`src/rtl/csmd_pkg.sv`:
```
package csmd_pkg;
  localparam int DCODE_W = 2;
  localparam int DIV_W   = 3;

  // divide factor for a 2-bit code; alt adds divide-by-3 at code 2
  function automatic logic [DIV_W-1:0] div_of(input logic [DCODE_W-1:0] code,
                                               input bit alt);
    logic [DIV_W-1:0] d;
    case (code)
      2'd0:    d = 3'd1;
      2'd1:    d = 3'd4;
      2'd2:    d = alt ? 3'd3 : 3'd1;
      default: d = 3'd2;
    endcase
    return d;
  endfunction
endpackage

```
`src/rtl/csmd_csr.sv`:
```
module csmd_csr #(
  parameter int REG_W  = 32,
  parameter int N_CONS = 6,
  parameter int FW     = 5
) (
  input  logic              clk,
  input  logic              rst_n,
  input  logic              wr_en,
  input  logic [REG_W-1:0]  wr_data,
  output logic [REG_W-1:0]  csr_q,
  output logic [N_CONS-1:0] chg
);
  logic [REG_W-1:0] csr_d;

  always_comb begin
    csr_d = csr_q;
    if (wr_en) csr_d = wr_data;
  end

  always_ff @(posedge clk or negedge rst_n) begin
    if (!rst_n) csr_q <= '0;
    else        csr_q <= csr_d;
  end

  for (genvar i = 0; i < N_CONS; i++) begin : g_chg
    assign chg[i] = wr_en && (wr_data[i*FW +: FW] != csr_q[i*FW +: FW]);
  end
endmodule

```
`src/rtl/csmd_slice.sv`:
```
module csmd_slice
  import csmd_pkg::*;
#(
  parameter int N_GEN   = 6,
  parameter int SEL_W   = 3,
  parameter bit ALT_DIV = 1'b0,
  localparam int FW     = SEL_W + DCODE_W,
  localparam int N_SRC  = N_GEN + 2
) (
  input  logic             clk,
  input  logic             rst_n,
  input  logic [FW-1:0]    field,
  input  logic             field_chg,
  input  logic             aux_tick,
  input  logic [N_GEN-1:0] gen_tick,
  output logic             tick_o
);
  logic [SEL_W-1:0]   sel;
  logic [DCODE_W-1:0] dcode;
  logic [N_SRC-1:0]   srcs;
  logic               src_tick;
  logic [DIV_W-1:0]   lim;
  logic [DCODE_W-1:0] cnt_q, cnt_d;
  logic               out_d;

  assign sel   = field[FW-1:DCODE_W];
  assign dcode = field[DCODE_W-1:0];
  // index 0 is the off state, 1 the aux stream, 2.. the generators
  assign srcs  = {gen_tick, aux_tick, 1'b0};

  always_comb begin
    src_tick = 1'b0;
    for (int k = 0; k < N_SRC; k++)
      if (sel == SEL_W'(k)) src_tick = srcs[k];
    lim = div_of(dcode, ALT_DIV) - 3'd1;
  end

  always_comb begin
    cnt_d = cnt_q;
    out_d = 1'b0;
    if (field_chg) begin
      cnt_d = '0;
    end else if (src_tick) begin
      if ({1'b0, cnt_q} >= lim) begin
        cnt_d = '0;
        out_d = 1'b1;
      end else begin
        cnt_d = cnt_q + 1'b1;
      end
    end
  end

  always_ff @(posedge clk or negedge rst_n) begin
    if (!rst_n) begin
      cnt_q  <= '0;
      tick_o <= 1'b0;
    end else begin
      cnt_q  <= cnt_d;
      tick_o <= out_d;
    end
  end
endmodule

```
`src/rtl/clk_src_mux_div.sv`:
```
module clk_src_mux_div
  import csmd_pkg::*;
#(
  parameter int N_CONS  = 6,
  parameter int N_GEN   = 6,
  parameter int REG_W   = 32,
  parameter bit ALT_DIV = 1'b0
) (
  input  logic              clk,
  input  logic              rst_n,
  input  logic              wr_en,
  input  logic [REG_W-1:0]  wr_data,
  output logic [REG_W-1:0]  rd_data,
  input  logic              aux_tick,
  input  logic [N_GEN-1:0]  gen_tick,
  output logic [N_CONS-1:0] cons_tick
);
  localparam int SEL_W = $clog2(N_GEN + 2);
  localparam int FW    = SEL_W + DCODE_W;

  logic              rst_s1, rst_s2;
  logic [REG_W-1:0]  csr;
  logic [N_CONS-1:0] chg;

  // asynchronous assert, synchronous release
  always_ff @(posedge clk or negedge rst_n) begin
    if (!rst_n) begin
      rst_s1 <= 1'b0;
      rst_s2 <= 1'b0;
    end else begin
      rst_s1 <= 1'b1;
      rst_s2 <= rst_s1;
    end
  end

  csmd_csr #(.REG_W(REG_W), .N_CONS(N_CONS), .FW(FW)) u_csr (
    .clk     (clk),
    .rst_n   (rst_s2),
    .wr_en   (wr_en),
    .wr_data (wr_data),
    .csr_q   (csr),
    .chg     (chg)
  );

  assign rd_data = csr;

  for (genvar i = 0; i < N_CONS; i++) begin : g_cons
    csmd_slice #(.N_GEN(N_GEN), .SEL_W(SEL_W), .ALT_DIV(ALT_DIV)) u_slice (
      .clk       (clk),
      .rst_n     (rst_s2),
      .field     (csr[i*FW +: FW]),
      .field_chg (chg[i]),
      .aux_tick  (aux_tick),
      .gen_tick  (gen_tick),
      .tick_o    (cons_tick[i])
    );
  end
endmodule

```
`config.mk`:
```
export PLATFORM = sky130hd
export DESIGN_NAME = clk_src_mux_div
export DESIGN_NICKNAME = d
export VERILOG_FILES = /design/src/rtl/csmd_pkg.sv /design/src/rtl/csmd_csr.sv /design/src/rtl/csmd_slice.sv /design/src/rtl/clk_src_mux_div.sv
export SDC_FILE = /design/constraint.sdc
export NUM_CORES = 1
export LEC_CHECK = 0
export BUFFER_PORTS_ARGS = -buffer_cell sky130_fd_sc_hd__buf_4
export CORE_MARGIN = 5
export CORE_UTILIZATION = 57
export DETAILED_ROUTE_END_ITERATION = 8
export GPL_TIMING_DRIVEN = 0
export PLACE_DENSITY = 0.85
export SLEW_MARGIN = 20
export SYNTH_ARGS = -nofsm -noshare
export SYNTH_HDL_FRONTEND = slang
export SYNTH_HIERARCHICAL = 1
export SYNTH_SLANG_ARGS = --single-unit
```
`constraint.sdc`:
```
create_clock -name clk -period 2.5 [get_ports clk]
set_input_delay 0.75 -clock clk [delete_from_list [all_inputs] [get_ports clk]]
set_output_delay 0.75 -clock clk [all_outputs]
set_load 0.1 [all_outputs]
```
==> results of run 1 <==
==> where the power goes <==
group | internal, mW | switching [mW]
logic | 0.382 | 0.744
clock network | 0.191 | 0.267
registers | 0.931 | 0.113
total | 1.50 | 1.12
==> per-layer routing <==
metal / routed length, um / vias to the layer above / part of all wire (%)
met5: 0 / - / 0
met3: 365 / 6 / 5.6
met2: 3320 / 57 / 51
met4: 47 / 0 / 0.72
li1: - / 1065 / -
met1: 2770 / 1126 / 43
==> cell usage after synthesis, drive strengths merged <==
| cell | count |
|---|---|
| dfrtp | 52 |
| mux2 | 32 |
| mux2i | 18 |
| nand2 | 18 |
| xnor2 | 18 |
| a21oi | 12 |
| ha | 12 |
| nand2b | 12 |
| nand3 | 12 |
| xor2 | 12 |
| a31oi | 6 |
| clkbuf | 6 |
| inv | 6 |
| mux4 | 6 |
| nor3 | 6 |
| o31a | 6 |
| or3b | 6 |
| or4b | 6 |
| buf | 4 |
| conb | 1 |
==> critical path: cells and delay by family (launching register included) <==
kind | cells | cell delay [ns]
mux | 2 | 0.71
flops | 1 | 0.50
simple gates | 1 | 0.49
compound gates | 1 | 0.20
==> area by class of cell <==
| cell class | count | area, um2 |
|---|---|---|
| well taps | 70 | 87.6 |
| clock inverters | 1 | 5.00 |
| fillers | 383 | 1340 |
| inverters | 6 | 22.5 |
| plain buffers | 10 | 61.3 |
| multi-input cells | 183 | 1640 |
| flip-flops and latches | 52 | 1300 |
| repair buffers | 79 | 606 |
| clock buffers | 6 | 72.6 |
==> worst min path at each step <==
stage / from / to
global route: rst_n / rst_s2
global placement: rst_s1 / rst_s2
CTS: rst_n / rst_s2
finish: rst_n / rst_s2
detailed placement: rst_s2 / u_csr/csr_q[30]
floorplan: rst_s1 / rst_s2
==> logic make-up after synthesis <==
kind of cell             Yosys count  share of synthesized area (%)
AND/OR/NAND/NOR                   60                           11.4
multiplexers                      56                           24.1
flip-flops                        52                           43.0
XOR/XNOR                          30                           8.68
AO/OA/AOI/OAI                     24                           4.96
buffers and inverters             16                           2.77
adder cells (fa/ha/maj)           12                           4.96
other                              1                          0.124
==> metrics by stage <==
stage / hold slack, ns / power (mW)
after CTS: 0.197 / 2.65
after detailed placement: 0.283 / 2.19
after global placement: 0.338 / 2.15
final: 0.206 / 2.63
after global routing: 0.190 / 2.76
after floorplan: 0.331 / 1.91
==> sequential cells by signal, summed over array words and instances (netlist names) <==
signal	flops
u_csr/csr_q	32
g_cons.u_slice/cnt_q	12
g_cons.u_slice/tick_o	6
rst_s1	1
rst_s2	1
==> reports/metrics.yaml, run 1 <==
synthesis:
  synth_area_leader_cell: "dfrtp_1"
  yosysTopAreaCellShare_pct: 43.0
  synth_cells: 251
  synth.cell_area_mm2: 0.00303
  synth_area_leaders: "dfrtp_1, mux2_4, mux2_2"
  synth_seq_cells: 52
  syn_nets: 305
  synth.lib_cells_used.distinct: 22
  syn_avg_cell_area_um2: 12.1
  ys_seq_area_share_pct: 43.0
  ys_warn_count: 6
final_layout:
  post-route-util_pct: 73.9
  area_growth_pct: 25.5
  antenna_cells: 0
  layout-drive-gt1-share_pct: 39.8
  nNetsFinal: 391
  postLayoutCellArea_mm2: 0.00380
  stdcell_count: 407
  mostFrequentLayoutCell: "buf_4"
  layout_common_cells: "buf_4, dfrtp_1"
global_routing:
  grt_util_met2_pct: 33.9
  grt_pass1_wl_mm: 11.1
  grt_max_degree: 28
  grt_use_met3_pct: 5.05
  grt_remaining_overflow: 0
  use_met1_pct: 24.3
  busiest_layer: "met2"
  antenna_found_initial: 0
  grt_pass1_vias: 2432
  grtUsageTotal_pct: 19.4
clock_tree:
  cts_max_level: 2
  clkTransAtPathRegs_ns: 0.09
  post_cts_resized: 0
  cts_setup_buffers: 0
  holdBufCountCts: 0
  clock_latency_ns: 0.30
  cts_root_buf: "clkbuf_8"
  cts_tree: "built"
  cts.sinks: 52
  clock_path_buffers: 2
  cts_buffers: 5
power_and_ir_drop:
  powerDensity_mw_per_mm2: 692
  leakagePower_nw: 1.74
  ir_worst_vdd_uv: 606
place:
  dp_cells: 400
  place_congestion: 0.782
  place_area_mm2: 0.00372
  dp_hpwl_mm: 4.99
  portBuffers: 78
  dp_slack_ns: 0.243
critical_path:
  reg2regPathDepth: 4
  cp_max_fo: 7
  critPathMaxStageDelay_ns: 0.55
  crit_type: "flop to flop"
  cp-start-kind: "flop"
  startpoint: "u_csr/csr_q[14]"
  rrSetupSlack_ns: 0.53
  arrival_ns: 2.20
  crit_chain: "mux2i_1 -> mux4_2 -> or4b_1 -> a31oi_1"
  timing.rr.start: "u_csr/csr_q[14]"
  cp-endpoint: "g_cons[2].u_slice/cnt_q[1]"
  end_kind: "flop"
  slowest_stage: "mux4_2"
  rr_endpoint: "g_cons[2].u_slice/cnt_q[1]"
  worstPathRequired_ns: 2.72
timing:
  finalHoldViolCount: 0
  setup_slack_ns: 0.525
  setup_tns_ns: 0
  grt_setup_unrepaired: "no"
  drv_slew: 0
  relSlewSlack_pct: 62.2
  finalCritPeriodShare_pct: 79.0
  post-route-min-period_ns: 1.97
  fin_skew_ns: 0.00760
  setup_violations: 0
  fmax_ghz: 0.506
  tightest_slew_ns: 0.567
job:
  max-cap-violations: 0
routing:
  detail-route-antenna-nets: 0
  via_count: 2254
  drt_first_pass_iters: 4
  drt-total-wl_mm: 6.50
  drtIter0Drc: 75
  post_drt_via_cell_ratio: 5.54
  drc: 0
  wl_per_cell_um: 16.0
floorplan:
  ioPinCount: 80
  dieArea_mm2: 0.00686
  rows: 26
  die_h_um: 82.9
  design.core.area_mm2: 0.00514
  start_util_pct: 58.9
  die_width_um: 82.9
run_status:
  outcome: "completed"
hold_path:
  hold_path_class: "input pin to async pin"
Power figures use the tool's default switching activity.
==> inputs of run 2 (changes only) <==
Settings changed: CORE_UTILIZATION 57 to 48, PLACE_DENSITY 0.85 to 0.77.
Clock period 2.5 ns to 1.8 ns, I/O delays scaled along.
==> run 2 against run 1 <==
Against the previous run: the run now ends with setup timing left; largest power group unchanged; die area rose by 16%; critical endpoint is now g_cons[2].u_slice/cnt_q[0]; hold slack improved by 0.15 ns; maximum frequency is 6.4% higher; first-iteration DRC count decreased by 15%; design area rose by 11%; global-route usage decreased by 1.4 points; via count up 3.9%; largest cell class unchanged; sequential share of layout area is 2.3 points lower.
==> reports/metrics.yaml, run 2 (synthesis results as in run 1) <==
run_status:
  violations: "setup timing"
  outcome: "complete, but fails checks"  # was completed
global_routing:
  grt_max_degree: 51  # was 28
  grt_remaining_overflow: 0  # unchanged
  antenna_found_initial: 0  # unchanged
  grt_pass1_wl_mm: 10.9  # was 11.1 mm
  grtUsageTotal_pct: 18.0  # was 19.4%
  grt_pass1_vias: 2361  # was 2,432
final_layout:
  layout-drive-gt1-share_pct: 57.5  # was 39.8%
  regArea_mm2: 0.00134  # was 0.00130 mm2
  nFillCells: 499  # was 383
  multi_input_area_mm2: 0.00174  # was 0.00164 mm2
  nNetsFinal: 418  # was 391
  largestRegisters: "u_csr/csr_q: 32 flops, g_cons.u_slice/cnt_q: 12 flops, g_cons.u_slice/tick_o: 6 flops"  # unchanged
  largest_reg_flops: 32  # unchanged
  mostFrequentLayoutCell: "buf_4"  # unchanged
  antenna_cells: 0  # unchanged
  area_growth_pct: 38.8  # was 25.5%
  layout_common_cells: "buf_4, dfrtp_2, dfrtp_1"  # was buf_4, dfrtp_1
  largest-register: "u_csr/csr_q"  # unchanged
critical_path:
  arrival_ns: 2.09  # was 2.20 ns
  end_kind: "flop"  # unchanged
  crit_type: "flop to flop"  # unchanged
  worstPathRequired_ns: 2.03  # was 2.72 ns
  cp_max_fo: 5  # was 7
  cp-start-kind: "flop"  # unchanged
place:
  dp_hpwl_mm: 5.08  # was 4.99 mm
  dp_slack_ns: -0.227  # was 0.243 ns
  place_congestion: 0.793  # was 0.782
  portBuffers: 78  # unchanged
clock_tree:
  cts_max_level: 2  # unchanged
  clkTransAtPathRegs_ns: 0.09  # about the same
  cts.sinks: 52  # unchanged
  cts_buffers: 5  # unchanged
  cts_root_buf: "clkbuf_8"  # unchanged
  clock_latency_ns: 0.31  # was 0.30 ns
  cts_tree: "built"  # unchanged
  clock_path_buffers: 2  # unchanged
routing:
  drtIter0Drc: 64  # was 75
  detail-route-antenna-nets: 0  # unchanged
  drt_first_pass_iters: 4  # unchanged
  wl_per_cell_um: 16.0  # about the same
  drt-total-wl_mm: 7.09  # was 6.50 mm
  post_drt_via_cell_ratio: 5.30  # was 5.54
  via_count: 2342  # was 2,254
  drc: 0  # unchanged
floorplan:
  rows: 29  # was 26
  die_width_um: 89.4  # was 82.9 um
  start_util_pct: 48.5  # was 58.9%
  dieArea_mm2: 0.00799  # was 0.00686 mm2
  die_h_um: 89.4  # was 82.9 um
  design.core.area_mm2: 0.00624  # was 0.00514 mm2
  ioPinCount: 80  # unchanged
timing:
  tightest_slew_ns: 0.673  # was 0.567 ns
  whs_ns: 0.357  # was 0.206 ns
  fin_skew_ns: 0.00682  # was 0.00760 ns
  drv_slew: 0  # unchanged
  fmax_ghz: 0.539  # was 0.506 GHz
  finalCritPeriodShare_pct: 103  # was 79.0%
  setup_tns_ns: -0.0896  # was 0 ns
  relSlewSlack_pct: 55.1  # was 62.2%
  setup_violations: 3  # was 0
  setup_slack_ns: -0.0565  # was 0.525 ns
  post-route-min-period_ns: 1.86  # was 1.97 ns
  finalHoldViolCount: 0  # unchanged
  grt_setup_unrepaired: "yes"  # was no
hold_path:
  hold_path_class: "flop to async pin"  # was input pin to async pin
job:
  max-cap-violations: 0  # unchanged
power_and_ir_drop:
  powerDensity_mw_per_mm2: 992  # was 692 mW/mm2
  leakagePower_nw: 1.89  # was 1.74 nW
  ir_worst_vdd_uv: 573  # was 606 uV
## run 2: cell count changes in the layout (fill, tap and decap cells not counted), moves of 2 or more
cell / previous run / this run
a21oi_1: 12 / 1
or4b_1: 6 / 4
nand2b_4: 0 / 3
clkbuf_8: 5 / 7
nand2b_1: 12 / 9
or3b_2: 6 / 2
buf_4: 78 / 104
a21oi_2: 0 / 10
or3b_4: 0 / 4
dfrtp_1: 51 / 21
or4b_4: 0 / 2
dfrtp_2: 1 / 30
## run 2: final timing paths
kind | slack [ns] | to | cells after the start | startpoint
max | -0.06 | g_cons[2].u_slice/cnt_q[0] | 6 | u_csr/csr_q[10]
min | 0.36 | u_csr/csr_q[24] | 0 | rst_s2
max reg2reg | -0.06 | g_cons[2].u_slice/cnt_q[0] | 6 | u_csr/csr_q[10]
min reg2reg | 0.36 | u_csr/csr_q[24] | 0 | rst_s2
max in group asynchronous | 0.93 | u_csr/csr_q[19] | 0 | rst_s2
min in group clk | 0.37 | rst_s2 | 0 | rst_s1
## run 2: timing repair
| item | CTS | global route |
|---|---|---|
| hold buffers | 1 | 0 |
| setup endpoints to repair | 12 | 12 |
| resized for setup | 5 | 14 |
| hold endpoints to repair | 2 | 0 |
| pin swaps | 7 | 5 |
| buffers inserted | 23 | 4 |
## run 2: final cells by class
type                            instances  share of cell area [%]
Sequential cell                        52                    32.0
Multi-Input combinational cell        183                    41.5
Buffer                                 10                    1.46
Timing Repair Buffer                  106                    19.2
Inverter                                6                   0.536
Tap cell                               77                    2.29
Clock inverter                          1                   0.715
Clock buffer                            7                    2.29
## run 2: report_power, final
group / total [mW] / switching (mW) / internal, mW
combinational: 1.84 / 1.12 / 0.721
sequential: 1.46 / 0.150 / 1.31
clock: 0.873 / 0.382 / 0.491
## run 2: per-layer routing
layer | up-vias | share of wire, % | global-route usage, %
met5 | - | 0 | 0
met3 | 7 | 6.3 | 4.61
met4 | 0 | 0.93 | 5.41
met2 | 55 | 52 | 31.5
met1 | 1157 | 41 | 21.7
li1 | 1123 | - | -
## run 2: worst max-delay path: stages, from the launching register on
cell,delay [ns]
dfrtp_2,0.44
clkbuf_1,0.10
ha_1,0.25
nand2b_1,0.15
a21oi_2,0.20
or3b_2,0.48
a21oi_2,0.15
## run 2: per-stage QoR
| step | cells | power (mW) | area, um2 | util (%) |
|---|---|---|---|---|
| floorplan | 251 | 2.69 | 3090 | - |
| global placement | 406 | 3.04 | 3770 | 60.4 |
| detailed placement | 406 | 3.08 | 3770 | 60.4 |
| CTS | 438 | 4.11 | 4120 | 66.0 |
| global route | 442 | 4.37 | 4200 | 67.3 |
| finish | 442 | 4.17 | 4200 | 67.3 |
==> inputs of run 3 (changes only) <==
Settings changed: CORE_UTILIZATION 48 to 35, PLACE_DENSITY 0.77 to not set.
==> run 3 against run 2 <==
Against the previous run: the flow still finishes with violations (setup timing); hold slack got worse by 0.0019 ns; clock power decreased by 22%; via count about the same; first-iteration DRC count decreased by 41%; global-route usage decreased by 3.9 points; highest routed layer unchanged; largest power group unchanged; final cell count increased by 6.6%; non-clock buffer count decreased by 2.
==> reports/metrics.yaml, run 3 (synthesis results as in run 1) <==
timing:
  whs_ns: 0.355  # was 0.357 ns
  setup_violations: 5  # was 3
  tightest_slew_ns: 0.675  # was 0.673 ns
  grt_setup_unrepaired: "yes"  # unchanged
  setup_tns_ns: -0.186  # was -0.0896 ns
  relSlewSlack_pct: 55.0  # was 55.1%
  finalHoldViolCount: 0  # unchanged
  fin_skew_ns: 0.00387  # was 0.00682 ns
  drv_slew: 0  # unchanged
  post-route-min-period_ns: 1.86  # about the same
  setup_slack_ns: -0.0584  # was -0.0565 ns
  finalCritPeriodShare_pct: 103  # about the same
  fmax_ghz: 0.538  # was 0.539 GHz
global_routing:
  antenna_found_initial: 0  # unchanged
  grt_max_degree: 51  # unchanged
  grt_pass1_vias: 2409  # was 2,361
  grtUsageTotal_pct: 14.1  # was 18.0%
  grt_pass1_wl_mm: 11.7  # was 10.9 mm
  grt_remaining_overflow: 0  # unchanged
routing:
  drtIter0Drc: 38  # was 64
  drc: 0  # unchanged
  via_count: 2340  # was 2,342
  wl_per_cell_um: 15.5  # was 16.0 um
  drt-total-wl_mm: 7.30  # was 7.09 mm
  detail-route-antenna-nets: 0  # unchanged
  post_drt_via_cell_ratio: 4.97  # was 5.30
  drt_first_pass_iters: 4  # unchanged
clock_tree:
  cts.sinks: 52  # unchanged
  cts_buffers: 5  # unchanged
  cts_tree: "built"  # unchanged
  cts_root_buf: "clkbuf_8"  # unchanged
  clock_path_buffers: 2  # unchanged
  clock_latency_ns: 0.29  # was 0.31 ns
  clkTransAtPathRegs_ns: 0.09  # about the same
  cts_max_level: 2  # unchanged
place:
  place_congestion: 0.751  # was 0.793
  dp_slack_ns: -0.262  # was -0.227 ns
  dp_hpwl_mm: 5.13  # was 5.08 mm
  portBuffers: 78  # unchanged
  place_area_mm2: 0.00381  # was 0.00377 mm2
critical_path:
  worstPathRequired_ns: 2.02  # was 2.03 ns
  rrSetupSlack_ns: -0.06  # about the same
  path_buf_inv: 0  # was 1
  arrival_ns: 2.07  # was 2.09 ns
  crit_type: "flop to flop"  # unchanged
  cp_top_family: "multiplexers"  # was simple AND/OR/NAND/NOR gates
  critPathMaxStageDelay_ns: 0.51  # was 0.48 ns
  slowest_stage: "mux4_2"  # was or3b_2
  end_kind: "flop"  # unchanged
  crit_chain: "mux2i_1 -> mux4_2 -> or4b_4 -> a31oi_1"  # was clkbuf_1 -> ha_1 -> nand2b_1 -> a21oi_2 -> or3b_2 -> a21oi_2
  cp_max_fo: 5  # unchanged
  cp-start-kind: "flop"  # unchanged
floorplan:
  ioPinCount: 80  # unchanged
  dieArea_mm2: 0.0106  # was 0.00799 mm2
  die_width_um: 103  # was 89.4 um
  die_h_um: 103  # was 89.4 um
  start_util_pct: 35.4  # was 48.5%
  rows: 34  # was 29
  design.core.area_mm2: 0.00855  # was 0.00624 mm2
final_layout:
  largestRegisters: "u_csr/csr_q: 32 flops, g_cons.u_slice/cnt_q: 12 flops, g_cons.u_slice/tick_o: 6 flops"  # unchanged
  nNetsFinal: 416  # was 418
  mostFrequentLayoutCell: "buf_4"  # unchanged
  antenna_cells: 0  # unchanged
  nFillCells: 816  # was 499
  postLayoutCellArea_mm2: 0.00419  # was 0.00420 mm2
  layout_common_cells: "buf_4, dfrtp_2, dfrtp_1"  # unchanged
  largest-register: "u_csr/csr_q"  # unchanged
  multi_input_area_mm2: 0.00175  # was 0.00174 mm2
  area_growth_pct: 38.5  # was 38.8%
  layout-drive-gt1-share_pct: 57.0  # was 57.5%
  largest_reg_flops: 32  # unchanged
  regArea_mm2: 0.00134  # unchanged
run_status:
  violations: "setup timing"  # unchanged
  outcome: "complete, but fails checks"  # unchanged
power_and_ir_drop:
  ir_worst_vdd_uv: 571  # was 573 uV
  leakagePower_nw: 1.86  # was 1.89 nW
  powerDensity_mw_per_mm2: 944  # was 992 mW/mm2
hold_path:
  hold_path_class: "flop to async pin"  # unchanged
job:
  max-cap-violations: 0  # unchanged
[run 3: changes by cell type in the layout (fill, tap and decap cells not counted)]
cell | previous run | this run
a21oi_4 | 1 | 2
buf_8 | 1 | 0
inv_2 | 1 | 0
buf_4 | 104 | 103
inv_1 | 5 | 6
bufinv_16 | 1 | 0
a21oi_2 | 10 | 9
clkinv_2 | 0 | 2
clkbuf_8 | 7 | 6
[run 3: power by group]
group	internal, mW	leakage [nW]	switching (mW)
logic	0.701	1.20	1.11
clock network	0.308	0.0510	0.374
registers	1.31	0.612	0.154
total	2.32	1.86	1.64
[run 3: what timing repair did]
item                                    4_1_cts  5_1_grt
endpoints found under the setup margin       11       12
pin swaps                                     5        8
resized for setup                             0       18
endpoints found under the hold margin         2        0
buffers inserted                             16        9
hold buffers                                  1        0
[run 3: final cells by class]
type / count / share of cell area [%]
Tap cell: 108 / 3.23
Clock inverter: 2 / 0.239
Sequential cell: 52 / 32.0
Timing Repair Buffer: 104 / 18.7
Inverter: 6 / 0.538
Multi-Input combinational cell: 183 / 41.8
Buffer: 10 / 1.46
Clock buffer: 6 / 1.97
[run 3: stage by stage]
step	util [%]	std cells	power [mW]
after floorplan	-	251	2.69
after global placement	44.5	437	3.06
after detailed placement	44.6	437	3.08
after CTS	47.2	462	3.88
after global routing	49.0	471	4.18
final	49.0	471	3.95
[run 3: per-layer routing]
layer | wire (um) | global-route usage [%] | up-vias
met5 | 0 | 0 | -
met4 | 70 | 3.09 | 0
met3 | 406 | 3.52 | 6
met2 | 3610 | 23.8 | 55
met1 | 3210 | 18.2 | 1163
li1 | - | - | 1116
[run 3: worst paths after layout]
path | start | end | cells past startpoint
min reg2reg | rst_s2 | u_csr/csr_q[20] | 0
min in group clk | rst_s1 | rst_s2 | 0
max reg2reg | u_csr/csr_q[14] | g_cons[2].u_slice/cnt_q[1] | 4
max in group asynchronous | rst_s2 | u_csr/csr_q[14] | 0
min | rst_s2 | u_csr/csr_q[20] | 0
max | u_csr/csr_q[14] | g_cons[2].u_slice/cnt_q[1] | 4
